### config.mk
export PLATFORM = sky130hd
export DESIGN_NAME = led_gauge_display
export DESIGN_NICKNAME = d
export VERILOG_FILES = /design/src/rtl/led_disp_pkg.sv /design/src/rtl/disp_timebase.sv /design/src/rtl/disp_pattern.sv /design/src/rtl/led_gauge_display.sv
export SDC_FILE = /design/constraint.sdc
export NUM_CORES = 1
export LEC_CHECK = 0
export CAP_MARGIN = 20
export CORE_AREA = 5 5 100 83
export DETAILED_ROUTE_END_ITERATION = 10
export DIE_AREA = 0 0 105 88
export PLACE_DENSITY_LB_ADDON = 0.2
export SYNTH_ARGS = -nofsm -noshare
export SYNTH_HDL_FRONTEND = slang
export SYNTH_SLANG_ARGS = --single-unit
### constraint.sdc
create_clock -name clk -period 2 [get_ports clk]
set_input_delay 0.3 -clock clk [delete_from_list [all_inputs] [get_ports clk]]
set_output_delay 0.3 -clock clk [all_outputs]
set_load 0.05 [all_outputs]
### src/rtl/led_disp_pkg.sv
package led_disp_pkg;

    localparam int unsigned SEG_N = 5;

    typedef enum logic [1:0] {
        MODE_INC = 2'd0,
        MODE_BIN = 2'd1,
        MODE_BAR = 2'd2
    } mode_e;

    typedef enum logic {
        ST_DARK = 1'b0,
        ST_LIT  = 1'b1
    } disp_state_e;

    // Three-level strap: low, high, float (float may read as 10 or 11)
    function automatic mode_e decode_cfg(input logic [1:0] c);
        mode_e m;
        case (c)
            2'b00:   m = MODE_INC;
            2'b01:   m = MODE_BIN;
            default: m = MODE_BAR;
        endcase
        return m;
    endfunction

endpackage

### src/rtl/disp_timebase.sv
module disp_timebase #(
    parameter int unsigned MUX_PERIOD = 10,
    parameter int unsigned BANK_ON    = 3,
    parameter int unsigned BLINK_HALF = 125
) (
    input  logic clk,
    input  logic rst_n,
    input  logic tick_en,
    output logic bank_a,
    output logic bank_b,
    output logic blink_on
);
    localparam int unsigned MW = $clog2(MUX_PERIOD + 1);
    localparam int unsigned BW = $clog2(BLINK_HALF + 1);

    logic [MW-1:0] mux_ph;
    logic [BW-1:0] blk_cnt;

    // frame phase advances on ticks
    always_ff @(posedge clk) begin
        if (!rst_n) begin
            mux_ph <= '0;
        end else if (tick_en) begin
            mux_ph <= (mux_ph == MW'(MUX_PERIOD - 1)) ? '0 : mux_ph + 1'b1;
        end
    end

    // blink half-period counter
    always_ff @(posedge clk) begin
        if (!rst_n) begin
            blk_cnt  <= '0;
            blink_on <= 1'b0;
        end else if (tick_en) begin
            if (blk_cnt == BW'(BLINK_HALF - 1)) begin
                blk_cnt  <= '0;
                blink_on <= ~blink_on;
            end else begin
                blk_cnt <= blk_cnt + 1'b1;
            end
        end
    end

    assign bank_a = (mux_ph < MW'(BANK_ON));
    assign bank_b = (mux_ph >= MW'(BANK_ON)) && (mux_ph < MW'(2 * BANK_ON));

endmodule

### src/rtl/disp_pattern.sv
module disp_pattern
    import led_disp_pkg::*;
#(
    parameter int unsigned PCT_W = 7
) (
    input  mode_e             mode,
    input  logic [PCT_W-1:0]  pct,
    input  logic              edv1,
    input  logic              edvf,
    input  logic              blink_on,
    output logic [SEG_N-1:0]  pat
);
    localparam logic [PCT_W-1:0] P100 = PCT_W'(100);
    localparam logic [PCT_W-1:0] P90  = PCT_W'(90);
    localparam logic [PCT_W-1:0] P80  = PCT_W'(80);
    localparam logic [PCT_W-1:0] P70  = PCT_W'(70);
    localparam logic [PCT_W-1:0] P60  = PCT_W'(60);
    localparam logic [PCT_W-1:0] P50  = PCT_W'(50);
    localparam logic [PCT_W-1:0] P40  = PCT_W'(40);
    localparam logic [PCT_W-1:0] P20  = PCT_W'(20);
    localparam logic [PCT_W-1:0] P10  = PCT_W'(10);

    logic [PCT_W-1:0] lvl;

    always_comb begin
        // saturate for comparison
        lvl = (pct > P100) ? P100 : pct;
        pat = '0;
        unique case (mode)
            MODE_INC: begin
                if (edv1)            pat[0] = blink_on;
                else if (lvl >= P90) pat[3] = 1'b1;
                else if (lvl >= P50) pat[2] = 1'b1;
                else if (lvl >= P20) pat[1] = 1'b1;
                else                 pat[0] = 1'b1;
            end
            MODE_BIN: begin
                if (lvl >= P70)      pat = 5'b00011;
                else if (lvl >= P40) pat = 5'b00001;
                else if (lvl >= P10) pat = 5'b00010;
                else                 pat = 5'b00000;
            end
            MODE_BAR: begin
                if (edv1)            pat[0] = blink_on;
                else if (lvl >= P80) pat = 5'b11111;
                else if (lvl >= P60) pat = 5'b01111;
                else if (lvl >= P40) pat = 5'b00111;
                else if (lvl >= P20) pat = 5'b00011;
                else                 pat = 5'b00001;
            end
            default: pat = '0;
        endcase
        if (edvf) pat = '0;
    end

endmodule

### src/rtl/led_gauge_display.sv
module led_gauge_display
    import led_disp_pkg::*;
#(
    parameter int unsigned TICKS_PER_SEC = 1000,
    parameter int unsigned MUX_PERIOD    = 10,
    parameter int unsigned BANK_ON       = 3,
    parameter int unsigned BLINK_HALF    = 125,
    parameter int unsigned PCT_W         = 7
) (
    input  logic             clk,
    input  logic             rst_n,
    input  logic             tick_en,
    input  logic [1:0]       cfg_mode,
    input  logic             disp_n,
    input  logic [PCT_W-1:0] pct,
    input  logic             edv1,
    input  logic             edvf,
    output logic [4:0]       seg_on,
    output logic             com_en
);
    localparam int unsigned ON_INC = 10 * TICKS_PER_SEC;
    localparam int unsigned ON_OTH = 4 * TICKS_PER_SEC;
    localparam int unsigned TW     = $clog2(ON_INC + 1);

    mode_e         mode_q;
    disp_state_e   state_q, state_d;
    logic [TW-1:0] timer_q, timer_d;
    logic          disp_q;
    logic          press;
    logic [TW-1:0] load_val;
    logic          bank_a, bank_b, blink_on;
    logic [SEG_N-1:0] pat, bank_mask;

    disp_timebase #(
        .MUX_PERIOD (MUX_PERIOD),
        .BANK_ON    (BANK_ON),
        .BLINK_HALF (BLINK_HALF)
    ) u_tb (
        .clk      (clk),
        .rst_n    (rst_n),
        .tick_en  (tick_en),
        .bank_a   (bank_a),
        .bank_b   (bank_b),
        .blink_on (blink_on)
    );

    disp_pattern #(
        .PCT_W (PCT_W)
    ) u_pat (
        .mode     (mode_q),
        .pct      (pct),
        .edv1     (edv1),
        .edvf     (edvf),
        .blink_on (blink_on),
        .pat      (pat)
    );

    // falling edge of the button
    assign press    = disp_q & ~disp_n;
    assign load_val = (mode_q == MODE_INC) ? TW'(ON_INC - 1) : TW'(ON_OTH - 1);

    // State register; R1 mode captured only under reset
    always_ff @(posedge clk) begin
        if (!rst_n) begin
            mode_q  <= decode_cfg(cfg_mode);
            state_q <= ST_DARK;
            timer_q <= '0;
            disp_q  <= 1'b1;
        end else begin
            state_q <= state_d;
            timer_q <= timer_d;
            disp_q  <= disp_n;
        end
    end

    // Next state
    always_comb begin
        state_d = state_q;
        timer_d = timer_q;
        unique case (state_q)
            ST_DARK: begin
                if (press) begin
                    state_d = ST_LIT;
                    timer_d = load_val;
                end
            end
            ST_LIT: begin
                if (press) begin
                    timer_d = load_val;
                end else if (tick_en) begin
                    if (timer_q == '0) state_d = ST_DARK;
                    else               timer_d = timer_q - 1'b1;
                end
            end
            default: state_d = ST_DARK;
        endcase
    end

    // Outputs; R8 bank multiplexing
    always_comb begin
        bank_mask = {bank_a, bank_b, bank_a, bank_b, bank_a};
        if (state_q == ST_LIT) begin
            seg_on = pat & bank_mask;
            com_en = bank_a | bank_b;
        end else begin
            seg_on = '0;
            com_en = 1'b0;
        end
    end

endmodule

### Word-level counts from Yosys, hierarchy flattened

Index checks and enable logic that the tools add are counted.

| word-level totals | value |
|---|---|
| register bits after elaboration | 30 |
| input bits | 15 |
| output and inout bits | 6 |

| cells by class | value |
|---|---|
| add/subtract/negate cells | 3 |
| order comparisons | 12 |
| equality and inequality tests | 8 |
| multiplexer cells | 37 |
| bitwise logic cells | 6 |
| reductions and logical operators | 6 |

Operators by type and width:

| kind | count |
|---|---|
| 14-bit 2-to-1 mux | 5 |
| 14-bit case mux with 2 select lines | 1 |
| 5-bit 2-to-1 mux | 5 |
| 7-bit by 6-bit greater-or-equal comparator with 1-bit output (second input constant) | 3 |
| 7-bit greater-or-equal comparator (second input constant) | 3 |
| 14-bit zero test | 1 |
| 7-bit 2-to-1 mux | 2 |
| 14-bit by 1-bit subtractor with 14-bit output (second input constant) | 1 |
| 4-bit case mux with 3 select lines | 1 |
| 1-bit 2-to-1 mux | 11 |
| 3-bit 2-to-1 mux | 3 |
| 2-bit 2-to-1 mux | 4 |
| 4-bit 2-to-1 mux | 2 |
| 7-bit by 1-bit adder with 7-bit output (second input constant) | 1 |
| 7-bit == test (second input constant) | 1 |
| 7-bit by 4-bit greater-or-equal comparator with 1-bit output (second input constant) | 1 |
| 7-bit by 5-bit greater-or-equal comparator with 1-bit output (second input constant) | 1 |
| 7-bit > comparator (second input constant) | 1 |
| 5-bit AND | 1 |
| 4-bit by 1-bit adder with 4-bit output (second input constant) | 1 |
| 2-bit by 1-bit == test with 1-bit output (second input constant) | 2 |
| 4-bit == test (second input constant) | 1 |
| 4-bit by 2-bit greater-or-equal comparator with 1-bit output (second input constant) | 1 |
| 2-bit zero test | 2 |
| other kinds (14) | 17 |

### Logic depth before layout (Yosys ltp)

| logic depth | value |
|---|---|
| word-level depth | 12 |
| depth in mapped cells | 8 |
| depth with buffers taken out | 7 |

### By module

A second synthesis with hierarchy kept.

| second synthesis, totals | value |
|---|---|
| cell total of the unflattened synthesis | 217 |
| area, all modules | 1841.8 um^2 |

Modules (own cells, without submodules):

| module | instances | cells an instance | area an instance (um^2) | seq. area each (um^2) |
|---|---|---|---|---|
| led_gauge_display | 1 | 119 | 1054.8 | 380.4 |
| disp_timebase | 1 | 66 | 575.6 | 240.2 |
| disp_pattern | 1 | 32 | 211.5 | 0.0 |

### Worst setup path after synthesis

No wires, ideal clock.

| path | value |
|---|---|
| path kind | register to output |
| start point | register state_q |
| end point | output port seg_on[3] |
| arrival time | 3342 ps |
| path slack | -1642 ps |
| stages on the path, launching flop included | 6 |
| cells stage by stage | dfxtp_1 > clkbuf_1 > nand2b_1 > a21oi_1 > nand3_1 > nor4b_1 |

| between the ends | value |
|---|---|
| cells in the longest elaborated chain, start to end | 1 |

Ends and longest elaborated chain:

| element | line | source |
|---|---|---|
| from (decl) | led_gauge_display.sv:26 | `disp_state_e state_q, state_d;` |
| from (signal assigned) | led_gauge_display.sv:70 | `state_q <= state_d;` |
| 5-bit 2-to-1 mux | led_gauge_display.sv:102 | `if (state_q == ST_LIT) begin` |
| to (decl) | led_gauge_display.sv:18 | `output logic [4:0] seg_on,` |

No other way between the ends.

### Worst setup path in the final report

| path | value |
|---|---|
| start point | register u_tb.mux_ph[1] |
| end point | output port seg_on[2] |

| between the ends | value |
|---|---|
| cells in the longest elaborated chain, start to end | 3 |

Ends and longest elaborated chain:

| element | line | source |
|---|---|---|
| from (decl) | disp_timebase.sv:16 | `logic [MW-1:0] mux_ph;` |
| from (signal assigned) | disp_timebase.sv:24 | `mux_ph <= (mux_ph == MW'(MUX_PERIOD - 1)) ? '0 : mux_ph + 1'b1;` |
| 4-bit by 2-bit less-than comparator with 1-bit output | disp_timebase.sv:43 | `assign bank_a = (mux_ph < MW'(BANK_ON));` |
| 5-bit AND | led_gauge_display.sv:103 | `seg_on = pat & bank_mask;` |
| 5-bit 2-to-1 mux | led_gauge_display.sv:102 |  |

No other way between the ends.

==> flow_summary.yaml <==
drt:
  drc: 0
  routed_wl_um: 4620
  drt_iter0_drc: 79
  via_per_inst: 4.86
  final_antenna_net_count: 0
  route.vias.total: 1769
  drtPass1Iterations: 4
  wire_per_inst_um: 12.7
setup_path:
  ff2ff_setup_slack_ps: 110
  cpPeakStageDelay_ps: 500
  slowest_stage: "or4_4"
  cp_num_buf_inv: 1
  cp_top_family: "simple AND/OR/NAND/NOR gates"
  path_max_fanout: 2
  r2r_cells: 7
  critPathLaunchType: "flop"
  crit_arrival_ps: 1790
  critical_path_class: "reg -> out"
  timing.rr.end: "timer_q[8]$_SDFFE_PN0P_"
  path_cells: "a21o_1 > nor2_2 > nand2_2 > or4_4 > nor3_4 > buf_12"
  worst_ep_required_time_ps: 1700
  r2r-start: "timer_q[0]$_SDFFE_PN0P_"
  end_kind: "primary output"
run_status:
  outcome: "complete, but fails checks"
  violations: "negative setup slack"
global_route:
  grt_pass1_wl_um: 7670
  grt_pass1_vias: 1636
  antenna_found_initial: 0
  grt_usage_pct: 10.3
  grt-ovfl-total: 0
  grt_max_degree: 11
sta:
  layout_setup_ws_ps: -88.3
  fin_crit_ps: 2090
  tns_ps: -169
  min_period_over_period_pct: 104
  tightest_slew_ps: 376
  slew_headroom_pct: 74.3
  whs_ps: 494
  setup_viol: 3
  fmax_mhz: 479
  rsz0062_at_grt: "true"
  slew_violations: 0
  finClkSkew_ps: 6.18
  hold_viol: 0
worst_hold_path:
  hold_end: "u_tb.blk_cnt[5]$_SDFFE_PN0P_"
  hold_path_depth: 2
  hold_path.class: "reg -> reg"
  hp-start: "u_tb.blk_cnt[5]$_SDFFE_PN0P_"
clocking:
  htree_levels: 2
  numClockSinks: 30
  clockBufferDepth: 2
  cts_tree: "yes"
  cts_root_buf: "clkbuf_8"
  clock_latency_ps: 280
  clkTransAtPathRegs_ps: 60
  numCtsBuffers: 5
power:
  ir_drop_mv: 0.237
  power.density_mw_per_mm2: 604
  p_leak_nw: 0.947
yosys:
  async_flop_share_pct: 0
  netlist.area_leader.share_pct: 32.3
  yosysSeqAreaShare_pct: 35.7
  syn_area_mm2: 0.00174
  synth_seq_cells: 30
  synth_fp_nets: 236
  netlist_instances: 218
  yosys.area.top_type: "dfxtp_1"
  synth_flop_cell: "dfxtp_1"
  ys_warn_count: 0
  synth_cell_type_count: 51
  yosysMostFrequentCell: "dfxtp_1"
  syn_area_per_cell_um2: 7.97
  synth_commonest_cells: "28 x dfxtp_1, 27 x nor2_1, 23 x a21oi_1"
  synth_top_cells_by_area: "dfxtp_1 32%, a21oi_1 6.6%, nor2_1 5.8%"
  synth-edff-count: 2
floorplanning:
  dieArea_mm2: 0.00924
  fp.dieW_um: 105
  core_area_mm2: 0.00722
  io_pins: 21
  die_y_um: 88
  rows: 28
  start_util_pct: 24.1
place:
  routabilityCongestion: 0.797
  dp_hpwl_um: 3400
  port_buffers: 19
final_layout:
  area_growth_syn_to_layout_pct: 46.6
  fin_nets: 291
  n_antenna_cell: 0
  drive_above_1_share_pct: 28.5
flow_run:
  maxCapViolations: 0
-- state kept, by name, summed over array words and instances (netlist names) --
register and cells:
state_q 1, disp_q 1, timer_q 14, u_tb.mux_ph 4
mode_q 2, u_tb.blink_on 1, u_tb.blk_cnt 7
-- layout make-up --
class                      count  area [um^2]
multi-input combinational    168         1160
clock inverter                 2         8.76
tap                           90          113
inverter                       7         26.3
sequential                    30          621
clock buffer                   6         72.6
fill                         758         4670
timing repair buffer          61          551
-- worst max path at each step --
| stage | start | cells after the start | slack (ps) | to |
|---|---|---|---|---|
| 5_1_grt | u_tb.mux_ph[1]$_SDFFE_PN0P_ | 6 | -170 | seg_on[2] |
| 6_report | u_tb.mux_ph[1]$_SDFFE_PN0P_ | 6 | -90 | seg_on[2] |
| 3_3_place_gp | pct[2] | 7 | -390 | seg_on[1] |
| 2_1_floorplan | pct[3] | 5 | -200 | seg_on[1] |
| 3_5_place_dp | pct[2] | 7 | -400 | seg_on[1] |
| 4_1_cts | u_tb.mux_ph[1]$_SDFFE_PN0P_ | 6 | -110 | seg_on[2] |
-- layer usage --
metal  routed length, um  vias to the layer above  GRT usage [%]
li1                    -                      908              -
met3                 176                        7           2.80
met2                1980                       34           15.7
met4                  70                        0           4.18
met1                2400                      820           13.9
met5                   0                        -              0
-- where the power goes --
| group | switching, mW | internal (mW) |
|---|---|---|
| Sequential | 0.0380 | 0.642 |
| Clock | 0.224 | 0.239 |
| Combinational | 0.198 | 0.197 |
| Total | 0.460 | 1.08 |
-- metrics by stage --
step	cells	setup slack, ps	power, mW	util [%]	cell area [um^2]
6_report	364	-88.3	1.54	35.3	2550
5_1_grt	364	-169	1.63	35.3	2550
4_1_cts	362	-113	1.54	34.6	2500
3_5_place_dp	351	-402	1.05	32.8	2370
3_3_place_gp	351	-387	1.06	32.8	2370
2_1_floorplan	218	-204	0.899	-	1790
-- cells by family after synthesis --
family / after synthesis / share of synthesized area (%)
buf+inv: 20 / 4.39
mux: 1 / 0.576
xor+xnor: 14 / 7.06
flops: 30 / 35.7
fa+ha+maj: 3 / 2.16
simple gates: 94 / 29.4
compound gates: 56 / 20.7
-- worst reg2reg max path: stages (launching register included) --
cell and delay, ps:
dfxtp_1 330, inv_1 100, ha_4 160, nor4b_4 230, nand2_2 100, or4_4 420
or3_1 320, a31oi_1 160
-- placed cells by master, fill, tap and decap left out, drive strengths merged, types with 3 or more instances in the layout --
cell / instances
nand3: 7
a211oi: 3
inv: 6
nor2: 27
or4: 3
clkbuf: 6
o21ai: 10
clkdlybuf4s50: 6
nor3: 8
nand4: 5
clkinv: 3
xor2: 6
nor2b: 4
nor4: 4
a21oi: 23
nand2: 16
buf: 48
or3: 4
dlygate4sd2: 5
dfxtp: 28
nand2b: 4
xnor2: 8
ha: 3
-- what timing repair did --
action	in CTS	in global routing
gates cloned	0	0
endpoints found under the setup margin	5	6
hold buffers	0	0
pin swaps	9	2
setup buffers	3	2
resized for setup	18	9
(Power assumes the default switching activity.)
